`config.mk`:
```
export PLATFORM = sky130hd
export DESIGN_NAME = load_replica_queue
export DESIGN_NICKNAME = d
export VERILOG_FILES = /design/src/rtl/lrq_pkg.sv /design/src/rtl/lrq_order.sv /design/src/rtl/lrq_store.sv /design/src/rtl/lrq_compare.sv /design/src/rtl/load_replica_queue.sv
export SDC_FILE = /design/constraint.sdc
export NUM_CORES = 1
export LEC_CHECK = 0
export BUFFER_PORTS_ARGS = -buffer_cell sky130_fd_sc_hd__buf_2
export CAP_MARGIN = 10
export CORE_UTILIZATION = 60
export CTS_CLUSTER_SIZE = 24
export DETAILED_ROUTE_END_ITERATION = 7
export PLACE_DENSITY_LB_ADDON = 0.2
export SLEW_MARGIN = 20
export SYNTH_ARGS = -nofsm -noshare
export SYNTH_HDL_FRONTEND = slang
export SYNTH_HIERARCHICAL = 1
export SYNTH_SLANG_ARGS = --single-unit
export TNS_END_PERCENT = 5
```
`constraint.sdc`:
```
create_clock -name clk -period 8.25 [get_ports clk]
set_input_delay 2.0625 -clock clk [delete_from_list [all_inputs] [get_ports clk]]
set_output_delay 2.0625 -clock clk [all_outputs]
set_load 0.01 [all_outputs]
```
`src/rtl/lrq_pkg.sv`:
```
package lrq_pkg;
   typedef enum logic [1:0] {
      SLOT_FREE = 2'd0,
      SLOT_LIVE = 2'd1,
      SLOT_USED = 2'd2
   } slot_state_e;
endpackage

```
`src/rtl/lrq_order.sv`:
```
module lrq_order #(
   parameter int DEPTH = 16,
   localparam int TAG_W = $clog2(DEPTH)
) (
   input  logic             clk,
   input  logic             rst_n,
   input  logic             push,
   input  logic             retire,
   output logic [TAG_W-1:0] head,
   output logic [TAG_W-1:0] tail,
   output logic             full
);
   localparam int CNT_W = TAG_W + 1;
   localparam logic [CNT_W-1:0] CNT_MAX = CNT_W'(DEPTH);

   logic [CNT_W-1:0] count_q;

   always_ff @(posedge clk or negedge rst_n) begin
      if (!rst_n) begin
         head    <= '0;
         tail    <= '0;
         count_q <= '0;
      end else begin
         if (push)   head <= head + 1'b1;
         if (retire) tail <= tail + 1'b1;
         case ({push, retire})
            2'b10:   count_q <= count_q + 1'b1;
            2'b01:   count_q <= count_q - 1'b1;
            default: count_q <= count_q;
         endcase
      end
   end

   assign full = (count_q == CNT_MAX);
endmodule

```
`src/rtl/lrq_store.sv`:
```
module lrq_store
   import lrq_pkg::*;
#(
   parameter int ADDR_W = 32,
   parameter int DATA_W = 32,
   parameter int DEPTH  = 16,
   localparam int TAG_W = $clog2(DEPTH)
) (
   input  logic              clk,
   input  logic              rst_n,
   input  logic              wr_en,
   input  logic [TAG_W-1:0]  wr_tag,
   input  logic [ADDR_W-1:0] wr_addr,
   input  logic [DATA_W-1:0] wr_data,
   input  logic [TAG_W-1:0]  rd_tag,
   input  logic              use_en,
   input  logic              ret_en,
   input  logic [TAG_W-1:0]  ret_tag,
   output logic [ADDR_W-1:0] rd_addr,
   output logic [DATA_W-1:0] rd_data,
   output logic              rd_live,
   output logic              oldest_used
);
   slot_state_e       state_q [DEPTH];
   logic [ADDR_W-1:0] addr_q  [DEPTH];
   logic [DATA_W-1:0] data_q  [DEPTH];

   for (genvar s = 0; s < DEPTH; s++) begin : g_slot
      localparam logic [TAG_W-1:0] ME = TAG_W'(s);

      always_ff @(posedge clk or negedge rst_n) begin
         if (!rst_n) begin
            state_q[s] <= SLOT_FREE;
         end else if (wr_en && wr_tag == ME) begin
            state_q[s] <= SLOT_LIVE;
         end else if (use_en && rd_tag == ME) begin
            state_q[s] <= SLOT_USED;
         end else if (ret_en && ret_tag == ME) begin
            state_q[s] <= SLOT_FREE;
         end
      end

      always_ff @(posedge clk) begin
         if (wr_en && wr_tag == ME) begin
            addr_q[s] <= wr_addr;
            data_q[s] <= wr_data;
         end
      end
   end

   always_comb begin
      rd_addr     = addr_q[rd_tag];
      rd_data     = data_q[rd_tag];
      rd_live     = (state_q[rd_tag] == SLOT_LIVE);
      oldest_used = (state_q[ret_tag] == SLOT_USED);
   end
endmodule

```
`src/rtl/lrq_compare.sv`:
```
module lrq_compare #(
   parameter int ADDR_W = 32,
   parameter int DATA_W = 32
) (
   input  logic              clk,
   input  logic              rst_n,
   input  logic              accept,
   input  logic [ADDR_W-1:0] stored_addr,
   input  logic [ADDR_W-1:0] probe_addr,
   input  logic [DATA_W-1:0] stored_data,
   output logic              rsp_valid,
   output logic [DATA_W-1:0] rsp_data,
   output logic              rsp_fault
);
   always_ff @(posedge clk or negedge rst_n) begin
      if (!rst_n) begin
         rsp_valid <= 1'b0;
         rsp_fault <= 1'b0;
         rsp_data  <= '0;
      end else begin
         rsp_valid <= accept;
         rsp_fault <= accept && (stored_addr != probe_addr);
         if (accept) rsp_data <= stored_data;
      end
   end
endmodule

```
`src/rtl/load_replica_queue.sv`:
```
module load_replica_queue #(
   parameter int ADDR_W = 32,
   parameter int DATA_W = 32,
   parameter int DEPTH  = 16,
   localparam int TAG_W = $clog2(DEPTH)
) (
   input  logic              clk,
   input  logic              rst_n,
   input  logic              lead_valid,
   input  logic [ADDR_W-1:0] lead_addr,
   input  logic [DATA_W-1:0] lead_data,
   output logic              lead_ready,
   output logic [TAG_W-1:0]  lead_tag,
   input  logic              trail_req,
   input  logic [TAG_W-1:0]  trail_tag,
   input  logic [ADDR_W-1:0] trail_addr,
   output logic              trail_ready,
   output logic              rsp_valid,
   output logic [DATA_W-1:0] rsp_data,
   output logic              rsp_fault
);
   if (DEPTH < 2 || (DEPTH & (DEPTH - 1)) != 0) begin : g_bad_depth
      $error("DEPTH must be a power of two and at least 2");
   end
   if (ADDR_W < 1 || DATA_W < 1) begin : g_bad_width
      $error("ADDR_W and DATA_W must be positive");
   end

   logic              full;
   logic              push;
   logic              accept;
   logic              retire;
   logic [TAG_W-1:0]  tail;
   logic [ADDR_W-1:0] stored_addr;
   logic [DATA_W-1:0] stored_data;

   assign lead_ready = !full;
   assign push       = lead_valid && !full;
   assign accept     = trail_req && trail_ready;

   lrq_order #(.DEPTH(DEPTH)) u_order (
      .clk    (clk),
      .rst_n  (rst_n),
      .push   (push),
      .retire (retire),
      .head   (lead_tag),
      .tail   (tail),
      .full   (full)
   );

   lrq_store #(.ADDR_W(ADDR_W), .DATA_W(DATA_W), .DEPTH(DEPTH)) u_store (
      .clk         (clk),
      .rst_n       (rst_n),
      .wr_en       (push),
      .wr_tag      (lead_tag),
      .wr_addr     (lead_addr),
      .wr_data     (lead_data),
      .rd_tag      (trail_tag),
      .use_en      (accept),
      .ret_en      (retire),
      .ret_tag     (tail),
      .rd_addr     (stored_addr),
      .rd_data     (stored_data),
      .rd_live     (trail_ready),
      .oldest_used (retire)
   );

   lrq_compare #(.ADDR_W(ADDR_W), .DATA_W(DATA_W)) u_cmp (
      .clk         (clk),
      .rst_n       (rst_n),
      .accept      (accept),
      .stored_addr (stored_addr),
      .probe_addr  (trail_addr),
      .stored_data (stored_data),
      .rsp_valid   (rsp_valid),
      .rsp_data    (rsp_data),
      .rsp_fault   (rsp_fault)
   );
endmodule

```
## After elaboration in Yosys (flattened, before gate mapping)

Memories as Yosys holds them, arrays and structs flattened. A register that Yosys moved wholly into a read port is not among the register bits.
Cells that the tools add are included.

- Input bits: 104
- Memories: 2
- Bits in writable memories: 1024
- Flip-flop bits (word level): 47
- Output and inout bits: 40

Memories:

| memory | depth | width | read ports | clocked after memory_dff | wr ports | RTL line | RTL |
|---|---|---|---|---|---|---|---|
| u_store.addr_q | 16 | 32 | 1 | 0 | 1 | lrq_store.sv:25 | `logic [ADDR_W-1:0] addr_q [DEPTH];` |
| u_store.data_q | 16 | 32 | 1 | 1 | 1 | lrq_store.sv:26 | `logic [DATA_W-1:0] data_q [DEPTH];` |

- Mux-type cells: 177
- Add/subtract/negate cells: 4
- Reductions and logical operators: 103
- $lt $le $gt $ge: 2
- Equal/unequal tests: 51
- Bitwise logic cells: 2

Operators with widths:

| cell | number |
|---|---|
| two-way mux 32 bit | 30 |
| OR reduction 32 bit | 30 |
| two-way mux 4 bit | 30 |
| two-way mux 2 bit | 52 |
| == test 4 bit (second input constant) | 24 |
| two-way mux 1 bit | 62 |
| logical AND 1 bit | 51 |
| == test 4 x 3 -> 1 bit (second input constant) | 12 |
| nonzero test 3 bit | 16 |
| != test 32 bit | 1 |
| == test 4 x 2 -> 1 bit (second input constant) | 6 |
| binary-select mux 2 bit (select 4 bit) | 2 |
| == test 4 x 1 -> 1 bit (second input constant) | 3 |
| logical NOT 4 bit | 3 |
| greater-or-equal comparator 5 bit (second input constant) | 2 |
| NOT 4 -> 5 bit | 2 |
| one-hot mux 5 bit (2 select lines) | 1 |
| adder 4 x 1 -> 4 bit (second input constant) | 2 |
| adder 5 x 1 -> 5 bit (second input constant) | 1 |
| == test 5 bit (second input constant) | 1 |
| subtractor 5 x 1 -> 5 bit (second input constant) | 1 |
| == test 2 x 1 -> 1 bit (second input constant) | 2 |
| == test 2 bit (second input constant) | 2 |
| logical NOT 1 bit | 2 |
| nonzero test 2 bit | 1 |

## Logic depth before layout (Yosys ltp)

- Depth after elaboration: 22
- Gate-level depth with buffers: 13

## By module

The synthesis kept the hierarchy.

By module, submodules not included:

| module | times used | area each (µm²) | cells an instance |
|---|---|---|---|
| lrq_store | 1 | 40232.3 | 1603 |
| lrq_compare | 1 | 1600.3 | 113 |
| lrq_order | 1 | 675.6 | 58 |
| load_replica_queue | 1 | 16.3 | 3 |

## Least setup slack after synthesis

No wires, ideal clock.

- Path type: input port to flip-flop
- Start point: input port lead_valid
- End point: memory u_store.addr_q[0][0] (enable)
- Arrival time: 7442 ps
- Stages: 3
- Path buffers: 0
- Required time: 7681 ps
- Setup slack: 239 ps
- Cell sequence: nor2b_1 or3b_2 nor3_1

- Word-level cells in the longest chain between the ends: 20

Ends and longest elaborated chain:

| item | RTL line | RTL |
|---|---|---|
| start, declared | load_replica_queue.sv:9 | `input logic lead_valid,` |
| logical AND 1 bit (*) | load_replica_queue.sv:38 | `assign push = lead_valid && !full;` |
| logical AND 1 bit | lrq_store.sv:44 | `if (wr_en && wr_tag == ME) begin` |
| two-way mux 1 bit | lrq_store.sv:44 |  |
| two-way mux 1 bit (implied by the code) | lrq_store.sv:45 | `addr_q[s] <= wr_addr;` |
| OR reduction 32 bit (no line) | - |  |
| two-way mux 4 bit (no line) or two-way mux 1 bit (tied branches) (15 in series) | - |  |
| end, declared | lrq_store.sv:25 |  |

Mark *: on every way between the ends. The rest lies on a longest branch, timed or not.

## Final worst setup path

- Start point: input port trail_tag[0]
- End point: output port trail_ready

- Word-level cells in the longest chain between the ends: 5

Ends and longest elaborated chain:

| item | RTL line | RTL |
|---|---|---|
| start, declared | load_replica_queue.sv:15 | `input logic [TAG_W-1:0] trail_tag,` |
| NOT 4 -> 5 bit (implied by the code) | lrq_store.sv:54 | `rd_live = (state_q[rd_tag] == SLOT_LIVE);` |
| binary-select mux 2 bit (select 4 bit) | lrq_store.sv:54 |  |
| two-way mux 2 bit (implied by the code) (2 in series) | lrq_store.sv:54 |  |
| == test 2 x 1 -> 1 bit | lrq_store.sv:54 |  |
| end, declared | load_replica_queue.sv:17 | `output logic trail_ready,` |

No other way between the ends. The select of a mux whose other input is x is not followed.

==> impl_metrics.json <==
{
  "status": "complete, no violations",
  "fin_crit_sh_pct": 73.3,
  "cp_top_family": "buffers and inverters",
  "worst_pin_slew_ns": 0.965,
  "crit_start": "trail_tag[0]",
  "fin_area_um2": 47900,
  "cp_slowest_cell": "mux4_2",
  "synth_edf_count": 1024,
  "synth_area_leaders": "edfxtp_1 72%, mux4_2 18%, dfrtp_1 4.6%",
  "antenna_found_initial": 13,
  "numCtsBuffers": 107,
  "cts_resized": 0,
  "synth_nets": 1886,
  "fin_util_pct": 68.4,
  "skew_ns": 0.0340,
  "hp-class": "flop to flop",
  "nets": 2097,
  "die_y_um": 268,
  "final_cells": 3023,
  "fp.coreArea_um2": 70000,
  "setup_violations": 0,
  "gr-total-overflow": 0,
  "track_usage_pct": 26.6,
  "crit_path_max_incr_delay_ns": 0.57,
  "grt_pass1_wl_mm": 136,
  "leakage_nw": 15.4,
  "path_max_fanout": 52,
  "post-place-cells": 2819,
  "dpl.hpwl_mm": 47.8,
  "cts_setup_buffers": 0,
  "finalHoldViolCount": 0,
  "num_vias": 19800,
  "register_area_um2": 32700,
  "rows": 97,
  "timing.final.crit_period_ns": 6.05,
  "layout-area-overhead-vs-synth_pct": 12.7,
  "multi_input_area_um2": 9430,
  "h-tree-depth": 3,
  "routedWlPerCell_um": 30.5,
  "cts.clk_slew.worst_paths_ns": 0.06,
  "worstSetupStartpointType": "input port",
  "syn-mean-instance-area_um2": 23.9,
  "rsz0062_at_grt": "false",
  "yosysTopAreaCell": "edfxtp_1",
  "nFillCells": 4264,
  "port_buffers": 143,
  "synth.most_common_cell": "edfxtp_1",
  "grt_pass1_vias": 20200,
  "ys.flop_type": "edfxtp_1",
  "ir_drop_v": 0.000212,
  "cap_viol_max_count": 0,
  "grt_start_max_net_pins": 99,
  "ant_nets": 0,
  "drt-initial-drc-count": 2147,
  "initial_core_util_pct": 60.7,
  "root_buffer": "clkbuf_16",
  "drt-pass1-iter-count": 7,
  "crit_type": "input port to primary output",
  "clock.fmax_ghz": 0.165,
  "cp.required_ns": 6.19,
  "synth.distinct_cells": 38,
  "path_buf_inv": 2,
  "max-slew-margin-rel_pct": 35.5,
  "place_congestion": 0.874,
  "io_pins": 144,
  "seq_area_frac_synth_pct": 77.0,
  "placed_area_um2": 44400,
  "synthesis.area_um2": 42500,
  "worstHoldStart": "u_order/count_q[4]",
  "ys_ff_latch": 1103,
  "endpoint_kind": "primary output",
  "die_w_um": 268,
  "power_density_nw_per_um2": 288,
  "hold_buffers": 0,
  "via_per_inst": 6.55,
  "crit_arrival_ns": 3.98,
  "clk_latency_ns": 0.67,
  "slew_violations": 0,
  "drc": 0,
  "cts_buffer_depth": 3,
  "cts_tree": "done",
  "synthCells": 1777,
  "wirelength_mm": 92.1,
  "synth_warnings": 6,
  "synth_top_area_share_pct": 72.3,
  "drive_gt1_share_pct": 35.7,
  "die_area_um2": 71900,
  "async_reset_ff_share_pct": 7.16,
  "reg2reg_from": "u_order/count_q[1]",
  "cp_cell_sequence": "buf_8, mux4_2, a22oi_1, nand2_1, a21oi_1, buf_2",
  "fin_setup_tns_ns": 0,
  "clock-sinks": 1103,
  "ys_top_cells_by_count": "1024 x edfxtp_1, 336 x mux4_2, 79 x dfrtp_1, 55 x nand2_1, 37 x xnor2_1"
}
## logic make-up after synthesis
kind of cell	Yosys count	share of synthesized area [%]
flops	1103	77.0
mux	371	18.7
simple gates	117	1.32
buf+inv	87	1.12
compound gates	50	0.827
xor+xnor	44	0.906
fa+ha+maj	5	0.147
## stage by stage
| step | hold slack, ns | setup slack (ns) | power [mW] |
|---|---|---|---|
| finish | 0.467 | 2.20 | 13.8 |
| global route | 0.497 | 2.05 | 14.2 |
| CTS | 0.478 | 2.17 | 13.9 |
| detailed placement | 0.466 | 2.18 | 9.16 |
| global placement | 0.450 | 2.15 | 9.07 |
| floorplan | 0.434 | 0.239 | 8.38 |
## final cells by class
class	instances	share of cell area (%)
Inverter	2	0.0157
Multi-Input combinational cell	587	19.7
Antenna cell	3	0.0157
Clock inverter	52	0.953
Clock buffer	149	6.28
Timing Repair Buffer	187	2.30
Tap cell	940	2.45
Sequential cell	1103	68.3
## per-layer routing
layer | wire [um] | up-vias | track usage [%]
met5 | 146 | - | 0
met4 | 2130 | 20 | 7.89
met3 | 7950 | 156 | 4.36
met2 | 47000 | 933 | 43.6
met1 | 34900 | 10600 | 37.6
li1 | - | 8029 | -
## worst reg2reg max path, cell delays in order, from the launching register on
cell	delay, ns
dfrtp_1	0.47
nor4_1	0.08
and2_1	0.18
nor2b_1	0.54
or3b_2	0.63
nor3_2	0.16
buf_4	0.55
buf_4	0.75
## report_power, final
group          total (mW)  internal [mW]  switching [mW]
Combinational        1.86          0.770            1.09
Sequential           7.17           6.87           0.300
Clock                4.76           2.76            2.00
Total                13.8           10.4            3.39
## cells in the final DEF (no fill, tap or decap), types with 2 or more instances in the layout
cell type   count
inv_1           2
nand2b_1        2
buf_12          2
clkinv_2       13
clkinv_1       24
mux4_2        336
dfrtp_1        79
nor3b_1         2
buf_4          44
a31o_2         16
nor4_1          3
ha_1            5
clkbuf_8       11
nand3_1         2
inv_6           3
nor3_2          4
buf_8           2
diode_2         3
a22oi_1         9
and3b_1         3
xnor2_1        37
a21oi_1        20
edfxtp_1     1024
nand2_1        55
nor2b_1         6
nand3b_1        2
mux2_2         35
clkbuf_1       28
clkbuf_16     110
bufinv_16       7
and2_1          2
nor2_4         12
xor2_1          7
and3_1          2
clkinvlp_4      2
and2b_1         2
nor2_1          5
buf_2         138
nand4_1        10
## state kept, by name (all words and copies together) (netlist names)
register and count:
u_cmp/rsp_data 32, u_cmp/rsp_fault 1, u_cmp/rsp_valid 1, u_order/count_q 5, u_order/head 4, u_order/tail 4
u_store/addr_q 512, u_store/data_q 512, u_store/state_q 32
## worst paths after layout
path,to,cells after the start,slack (ns)
min,u_order/count_q[4],1,0.47
max reg2reg,u_store/addr_q[0][0],7,4.48
max,trail_ready,6,2.20
min in group asynchronous,u_cmp/rsp_data[3],1,1.42
min reg2reg,u_order/count_q[4],1,0.47
max in group asynchronous,u_order/head[3],2,5.67
(Power assumes the default switching activity.)
